## src/rtl/exc_entry_pkg.sv

```systemverilog
package exc_entry_pkg;
    localparam int WORD_W   = 32;
    localparam int MODE_W   = 5;
    localparam int NUM_EXC  = 7;
    localparam int KIND_W   = 3;
    localparam int OFFS_SHIFT = 2;

    // request line positions
    localparam int RQ_RESET = 0;
    localparam int RQ_UNDEF = 1;
    localparam int RQ_SWI   = 2;
    localparam int RQ_PABT  = 3;
    localparam int RQ_DABT  = 4;
    localparam int RQ_IRQ   = 5;
    localparam int RQ_FIQ   = 6;

    // status word fields
    localparam int ST_IRQ_DIS = 7;
    localparam int ST_FIQ_DIS = 6;

    localparam logic [MODE_W-1:0] MODE_SVC = 5'h13;
    localparam logic [MODE_W-1:0] MODE_UND = 5'h1B;
    localparam logic [MODE_W-1:0] MODE_ABT = 5'h17;
    localparam logic [MODE_W-1:0] MODE_IRQ = 5'h12;
    localparam logic [MODE_W-1:0] MODE_FIQ = 5'h11;

    // kind value times four is the table offset; value 5 is the reserved slot
    typedef enum logic [KIND_W-1:0] {
        EK_RESET = 3'd0,
        EK_UNDEF = 3'd1,
        EK_SWI   = 3'd2,
        EK_PABT  = 3'd3,
        EK_DABT  = 3'd4,
        EK_IRQ   = 3'd6,
        EK_FIQ   = 3'd7
    } exc_kind_e;

    // service order, first entry wins
    localparam int SERVE_ORDER [NUM_EXC] = '{RQ_RESET, RQ_DABT, RQ_FIQ, RQ_IRQ,
                                            RQ_PABT, RQ_UNDEF, RQ_SWI};

    typedef struct packed {
        logic                taken;
        logic [WORD_W-1:0]   pc;
        logic [MODE_W-1:0]   mode;
        logic [WORD_W-1:0]   status;
        logic [WORD_W-1:0]   saved;
        logic [WORD_W-1:0]   link;
    } entry_s;

    function automatic exc_kind_e line_to_kind(input int line);
        case (line)
            RQ_RESET: return EK_RESET;
            RQ_UNDEF: return EK_UNDEF;
            RQ_SWI:   return EK_SWI;
            RQ_PABT:  return EK_PABT;
            RQ_DABT:  return EK_DABT;
            RQ_IRQ:   return EK_IRQ;
            default:  return EK_FIQ;
        endcase
    endfunction
endpackage

```

## src/rtl/exc_arbiter.sv

```systemverilog
module exc_arbiter
    import exc_entry_pkg::*;
(
    input  logic [NUM_EXC-1:0] req_i,
    input  logic               irq_dis_i,
    input  logic               fiq_dis_i,
    output logic               valid_o,
    output exc_kind_e          kind_o
);
    logic [NUM_EXC-1:0] elig;

    always_comb begin
        elig         = req_i;
        elig[RQ_IRQ] = req_i[RQ_IRQ] & ~irq_dis_i;
        elig[RQ_FIQ] = req_i[RQ_FIQ] & ~fiq_dis_i;
    end

    // walk from lowest to highest priority so the highest overwrites
    always_comb begin
        valid_o = 1'b0;
        kind_o  = EK_RESET;
        for (int i = NUM_EXC - 1; i >= 0; i--) begin
            if (elig[SERVE_ORDER[i]]) begin
                valid_o = 1'b1;
                kind_o  = line_to_kind(SERVE_ORDER[i]);
            end
        end
    end
endmodule

```

## src/rtl/exc_vector_map.sv

```systemverilog
module exc_vector_map
    import exc_entry_pkg::*;
#(
    parameter logic [WORD_W-1:0] HIGH_BASE = 32'hFFFF_0000
) (
    input  exc_kind_e          kind_i,
    input  logic               high_i,
    output logic [WORD_W-1:0]  addr_o,
    output logic [MODE_W-1:0]  mode_o,
    output logic               mask_fiq_o
);
    localparam int OFFS_W = KIND_W + OFFS_SHIFT;

    logic [WORD_W-1:0] base;
    logic [OFFS_W-1:0] offs;

    always_comb begin
        base   = high_i ? HIGH_BASE : '0;
        offs   = {kind_i, {OFFS_SHIFT{1'b0}}};
        addr_o = base | {{(WORD_W-OFFS_W){1'b0}}, offs};
    end

    always_comb begin
        mask_fiq_o = 1'b0;
        case (kind_i)
            EK_RESET: begin mode_o = MODE_SVC; mask_fiq_o = 1'b1; end
            EK_SWI:   mode_o = MODE_SVC;
            EK_UNDEF: mode_o = MODE_UND;
            EK_PABT,
            EK_DABT:  mode_o = MODE_ABT;
            EK_IRQ:   mode_o = MODE_IRQ;
            EK_FIQ:   begin mode_o = MODE_FIQ; mask_fiq_o = 1'b1; end
            default:  mode_o = MODE_SVC;
        endcase
    end
endmodule

```

## src/rtl/exc_entry_ctrl.sv

```systemverilog
module exc_entry_ctrl
    import exc_entry_pkg::*;
#(
    parameter int                HIVEC_BIT = 13,
    parameter logic [WORD_W-1:0] HIGH_BASE = 32'hFFFF_0000
) (
    input  logic                clk,
    input  logic                rst_n,
    input  logic [NUM_EXC-1:0]  req_i,
    input  logic [WORD_W-1:0]   ctrl_i,
    input  logic [WORD_W-1:0]   cur_status_i,
    input  logic [WORD_W-1:0]   ret_addr_i,
    output logic                taken_o,
    output logic [WORD_W-1:0]   pc_o,
    output logic [MODE_W-1:0]   mode_o,
    output logic [WORD_W-1:0]   status_o,
    output logic                spsr_we_o,
    output logic [WORD_W-1:0]   spsr_wdata_o,
    output logic                lr_we_o,
    output logic [WORD_W-1:0]   lr_wdata_o
);
    logic               pick_valid;
    exc_kind_e          pick_kind;
    logic [WORD_W-1:0]  vec_addr;
    logic [MODE_W-1:0]  vec_mode;
    logic               vec_mask_fiq;

    entry_s state_d, state_q;

    exc_arbiter i_arb (
        .req_i     (req_i),
        .irq_dis_i (cur_status_i[ST_IRQ_DIS]),
        .fiq_dis_i (cur_status_i[ST_FIQ_DIS]),
        .valid_o   (pick_valid),
        .kind_o    (pick_kind)
    );

    exc_vector_map #(.HIGH_BASE(HIGH_BASE)) i_map (
        .kind_i     (pick_kind),
        .high_i     (ctrl_i[HIVEC_BIT]),
        .addr_o     (vec_addr),
        .mode_o     (vec_mode),
        .mask_fiq_o (vec_mask_fiq)
    );

    always_comb begin
        state_d       = state_q;
        state_d.taken = 1'b0;
        if (pick_valid) begin
            state_d.taken  = 1'b1;
            state_d.pc     = vec_addr;
            state_d.mode   = vec_mode;
            state_d.status = cur_status_i;
            state_d.status[MODE_W-1:0]  = vec_mode;
            state_d.status[ST_IRQ_DIS]  = 1'b1;
            if (vec_mask_fiq) begin
                state_d.status[ST_FIQ_DIS] = 1'b1;
            end
            state_d.saved  = cur_status_i;
            state_d.link   = ret_addr_i;
        end
    end

    always_ff @(posedge clk or negedge rst_n) begin
        if (!rst_n) begin
            state_q <= '0;
        end else begin
            state_q <= state_d;
        end
    end

    assign taken_o      = state_q.taken;
    assign pc_o         = state_q.pc;
    assign mode_o       = state_q.mode;
    assign status_o     = state_q.status;
    assign spsr_we_o    = state_q.taken;
    assign spsr_wdata_o = state_q.saved;
    assign lr_we_o      = state_q.taken;
    assign lr_wdata_o   = state_q.link;
endmodule

```

## config.mk

```make
export PLATFORM = sky130hd
export DESIGN_NAME = exc_entry_ctrl
export DESIGN_NICKNAME = d
export VERILOG_FILES = /design/src/rtl/exc_entry_pkg.sv /design/src/rtl/exc_arbiter.sv /design/src/rtl/exc_vector_map.sv /design/src/rtl/exc_entry_ctrl.sv
export SDC_FILE = /design/constraint.sdc
export NUM_CORES = 1
export LEC_CHECK = 0
export ABC_AREA = 1
export BUFFER_PORTS_ARGS = -buffer_cell sky130_fd_sc_hd__buf_2
export CELL_PAD_IN_SITES_DETAIL_PLACEMENT = 1
export CELL_PAD_IN_SITES_GLOBAL_PLACEMENT = 2
export CORE_MARGIN = 5
export CORE_UTILIZATION = 21
export DETAILED_ROUTE_END_ITERATION = 10
export GPL_TIMING_DRIVEN = 0
export PLACE_DENSITY = 0.88
export SLEW_MARGIN = 20
export SYNTH_ARGS = -nofsm -noshare
export SYNTH_HDL_FRONTEND = slang
export SYNTH_SLANG_ARGS = --single-unit
```

## constraint.sdc

```tcl
create_clock -name clk -period 0.9 [get_ports clk]
set_input_delay 0.09 -clock clk [delete_from_list [all_inputs] [get_ports clk]]
set_output_delay 0.09 -clock clk [all_outputs]
set_load 0.02 [all_outputs]
```

Yosys cells after proc, flatten, opt, wreduce, memory -nomap -nowiden:

Index checks and enable logic that the tools add are counted.

* equality and inequality tests: 5
* multiplexer cells: 19
* bitwise logic cells: 5
* reductions and logical operators: 3

Operator list (number)
* $mux W134: 1
* $mux W32: 1
* $or A32 B5 Y32: 1
* $pmux W4 S4: 1
* $mux W3: 4
* $eq A3 B3 Y1 const B: 3
* $mux W1: 9
* $mux W2: 3
* $reduce_or A2 Y1: 2
* $eq A3 B1 Y1 const B: 1
* $eq A3 B2 Y1 const B: 1
* $logic_not A3 Y1: 1
* $and A1 B1 Y1: 2
* $not A1 Y1: 2

* bits in registers: 134
* word-level logic and storage cells: 38

Longest topological paths before layout:

* depth in word-level cells: 12
* depth in mapped cells: 9
* depth with buffers taken out: 8

By module:

Synthesis repeated with hierarchy kept, for this count alone.

* cell total of the unflattened synthesis: 536
* area, all modules: 4593.2 um2

Modules (own cells, without submodules)
* exc_entry_ctrl: times used 1, cells each 467, area an instance 4180.3 um2
* exc_vector_map: times used 1, cells each 46, area an instance 301.5 um2
* exc_arbiter: times used 1, cells each 23, area an instance 111.4 um2

Least setup slack after synthesis:

No wires, ideal clock.

* path type: input -> register
* start: input cur_status_i[6]
* end: register state_q, in the netlist pc_o[30]
* arrival: 912 ps
* slack: -130 ps
* stages on the path: 9
* buffers on the path: 2
* cell sequence: inv_1 -> nand2_1 -> nand3_2 -> nor2_4 -> inv_2 -> buf_4 -> buf_6 -> nand2_1 -> nand2_1

* word-level cells in the longest chain between the ends: 5

RTL lines
* from (decl): RTL line exc_entry_ctrl.sv:11 `input logic [WORD_W-1:0] cur_status_i,`
* $not A1 Y1: RTL line exc_arbiter.sv:15 `elig[RQ_FIQ] = req_i[RQ_FIQ] & ~fiq_dis_i;`
* $and A1 B1 Y1: RTL line exc_arbiter.sv:15
* $mux W1 (3 in series): RTL line exc_arbiter.sv:23 `if (elig[SERVE_ORDER[i]]) begin`
* to (signal assigned): RTL line exc_entry_ctrl.sv:68 `state_q <= state_d;`
* to (decl): RTL line exc_entry_ctrl.sv:28 `entry_s state_d, state_q;`

Every way passes these cells.
A chain may end at the register's enable or synchronous reset.

==> results.py <==
metrics = {
    "synth": {
        "synth_compound_area_share_pct": 0.955,
        "synthAdderAreaFrac_pct": 0,
        "yosys_warnings": 0,
        "synth_top_family_by_area": "simple AND/OR/NAND/NOR gates",
        "yosysTopAreaCellShare_pct": 55.1,
        "synthMuxAreaShare_pct": 0,
        "synth_area_leaders": "dfrtp_1 (55%), nand2_1 (24%), buf_4 (14%)",
        "ys_types": 18,
        "yosys.area_share.simple_pct": 26.2,
        "ys_seq_elements": 75,
        "synth_xor_area_share_pct": 0,
        "syn_inst": 398,
        "syn_avg_cell_area_um2": 8.56,
        "yosys.area.top_type": "dfrtp_1",
        "yosysSeqAreaShare_pct": 55.1,
        "synthesis.area_mm2": 0.00341,
    },
    "timing": {
        "min_period_ps": 1260,
        "tightest_slew_ps": 549,
        "maxSlewHeadroom_pct": 63.4,
        "rsz0062_at_grt": "yes",
        "max_freq_ghz": 0.796,
        "post-route-period-util_pct": 140,
        "final.setup.worst_slack_ps": -356,
        "hold_viol": 38,
        "setup_viol": 135,
        "whs_ps": -262,
        "finClkSkew_ps": 0,
        "slew_violations": 0,
    },
    "cts": {
        "htree_levels": 3,
        "clock_latency_ps": 330,
        "clk_pin_slew_ps": 60,
        "numCtsBuffers": 9,
        "cts-root-buf": "clkbuf_16",
        "cts_sinks": 75,
        "cts_tree": "yes",
        "cts_buffer_depth": 2,
    },
    "floorplanning": {
        "die-area_mm2": 0.0189,
        "initial_core_util_pct": 21.4,
        "rows": 46,
        "core_mm2": 0.0159,
        "io_pins": 241,
        "die_h_um": 137,
        "die_x_um": 137,
    },
    "critical_path": {
        "crit_fanout": 8,
        "r2r_slack_ps": -20,
        "worstPathArrival_ps": 1170,
        "crit_chain": "buf_6 > buf_6 > buf_6",
        "cp_common_cell": "buf_6",
        "cp_num_buf_inv": 3,
        "r2r-start": "lr_wdata_o[12]$_DFFE_PN0P_",
        "critPathCaptureType": "output pin",
        "crit_slowest_cell": "dfrtp_2",
        "cp-startpoint": "pc_o[30]$_DFFE_PN0P_",
        "reg2regPathDepth": 4,
        "slowest_delay_ps": 440,
        "path_class": "reg -> out",
        "reg2reg_to": "lr_wdata_o[12]$_DFFE_PN0P_",
        "start_kind": "flip-flop",
        "worstPathRequired_ps": 810,
        "cp_top_family": "flip-flops",
    },
    "pwr": {
        "irDropWorstVdd_v": 0.000716,
        "p_leak_nw": 3.89,
        "power.density_mw_per_mm2": 1260,
    },
    "routing": {
        "dr.pass1.iters": 4,
        "ant_nets": 0,
        "drt-wirelength-per-cell_um": 17.8,
        "wl_um": 17000,
        "vias": 3886,
        "drc": 0,
        "detail_route.iter0.violations": 100,
        "vias_per_cell": 4.05,
    },
    "global_routing": {
        "grt_overflow_total": 0,
        "grt_usage_pct": 16.5,
        "antenna_found_initial": 1,
        "grt_pass1_vias": 4330,
        "grt_max_degree": 40,
        "grt_pass1_wl_um": 23700,
    },
    "layout": {
        "nets": 846,
        "fin_util_pct": 48.6,
        "drive_gt1_share_pct": 59.0,
        "area_growth_pct": 127,
    },
    "run_status": {
        "outcome": "complete, but fails checks",
        "violations": "hold timing, setup timing",
    },
    "place": {
        "dpl_worst_slack_ps": -564,
        "routabilityCongestion": 0.751,
        "post-dp-hpwl_um": 8820,
        "port_buffers": 196,
    },
    "job": {
        "drv_cap": 0,
    },
    "worst_hold_path": {
        "hold_path_class": "in -> async",
    },
}
## stage by stage
stage	std cells	area, um^2	setup TNS [ps]	power (mW)
after floorplan	410	3510	-1700	4.63
after global placement	822	4760	-101240	5.26
after detailed placement	823	4780	-36610	5.30
after CTS	937	7150	-19870	9.55
after global routing	959	7720	-22320	10.2
final	959	7720	-17040	9.75
## flip-flops by register name, indices dropped and copies added, names as in the netlist
register	cells
spsr_wdata_o	7
lr_wdata_o	32
lr_we_o	1
status_o	27
mode_o	4
pc_o	4
## where the power goes
part | internal, mW | switching (mW)
Clock | 1.96 | 1.30
Combinational | 1.50 | 1.22
Sequential | 3.57 | 0.207
Total | 7.03 | 2.73
## cell families after synthesis
| family | count (synthesis) |
|---|---|
| flops | 75 |
| other cells | 1 |
| simple gates | 228 |
| buf+inv | 88 |
| compound gates | 6 |
## area by class of cell
class | count | area [um^2]
Sequential cell | 75 | 1880
Multi-Input combinational cell | 247 | 1370
Clock buffer | 12 | 256
Timing Repair Buffer | 320 | 3050
Antenna cell | 1 | 2.50
Tap cell | 216 | 270
Buffer | 75 | 816
Fill cell | 1768 | 8160
Inverter | 13 | 73.8
## synthesized netlist by cell type
| library cell | n |
|---|---|
| nand2_1 | 214 |
| dfrtp_1 | 75 |
| buf_4 | 62 |
| inv_1 | 10 |
| buf_2 | 7 |
| buf_6 | 4 |
| nand3_1 | 4 |
| inv_2 | 3 |
| nand4_1 | 3 |
| nor2_1 | 3 |
| o21ai_0 | 3 |
| a21oi_1 | 2 |
| clkbuf_1 | 2 |
| nand3_2 | 2 |
| conb_1 | 1 |
| nor2_4 | 1 |
| o21bai_1 | 1 |
| or2_1 | 1 |
## timing repair
item,4_1_cts,5_1_grt
endpoints found under the hold margin,101,39
hold buffers,63,1
pin swaps,3,25
endpoints found under the setup margin,195,191
gates cloned,4,3
setup buffers,35,21
gates resized for setup,341,123
## metal layers
layer | global-route usage (%) | share of wire [%] | wire [um]
met3 | 5.22 | 7.6 | 1290
met1 | 17.4 | 36 | 6190
met2 | 31.1 | 54 | 9160
met5 | 0 | 0 | 0
met4 | 5.27 | 2.3 | 388
## how the worst max path moves through the flow
stage	endpoint	slack (ps)	cells past startpoint
after global routing	pc_o[27]	-390	3
after floorplan	pc_o[30]$_DFFE_PN0P_	-50	9
after CTS	pc_o[27]	-340	3
after global placement	pc_o[30]$_DFFE_PN0P_	-1020	1
final	pc_o[27]	-360	3
after detailed placement	status_o[12]$_DFFE_PN0P_	-560	10
## layout by cell type (no fill, tap or decap), types with 2 or more instances in the layout
| cell type | instances |
|---|---|
| inv_1 | 7 |
| buf_6 | 181 |
| buf_12 | 8 |
| nor2_4 | 2 |
| nand3_1 | 4 |
| dfrtp_1 | 69 |
| buf_2 | 71 |
| dlygate4sd3_1 | 64 |
| nand3_4 | 2 |
| nand2_2 | 46 |
| nor2_1 | 2 |
| buf_8 | 6 |
| conb_1 | 13 |
| clkbuf_16 | 12 |
| dfrtp_2 | 6 |
| clkbuf_8 | 2 |
| inv_4 | 3 |
| buf_16 | 2 |
| nand4_1 | 3 |
| nand2_4 | 32 |
| a21oi_1 | 2 |
| o21ai_0 | 2 |
| buf_4 | 59 |
| nand2_1 | 135 |
(Power assumes the default switching activity.)
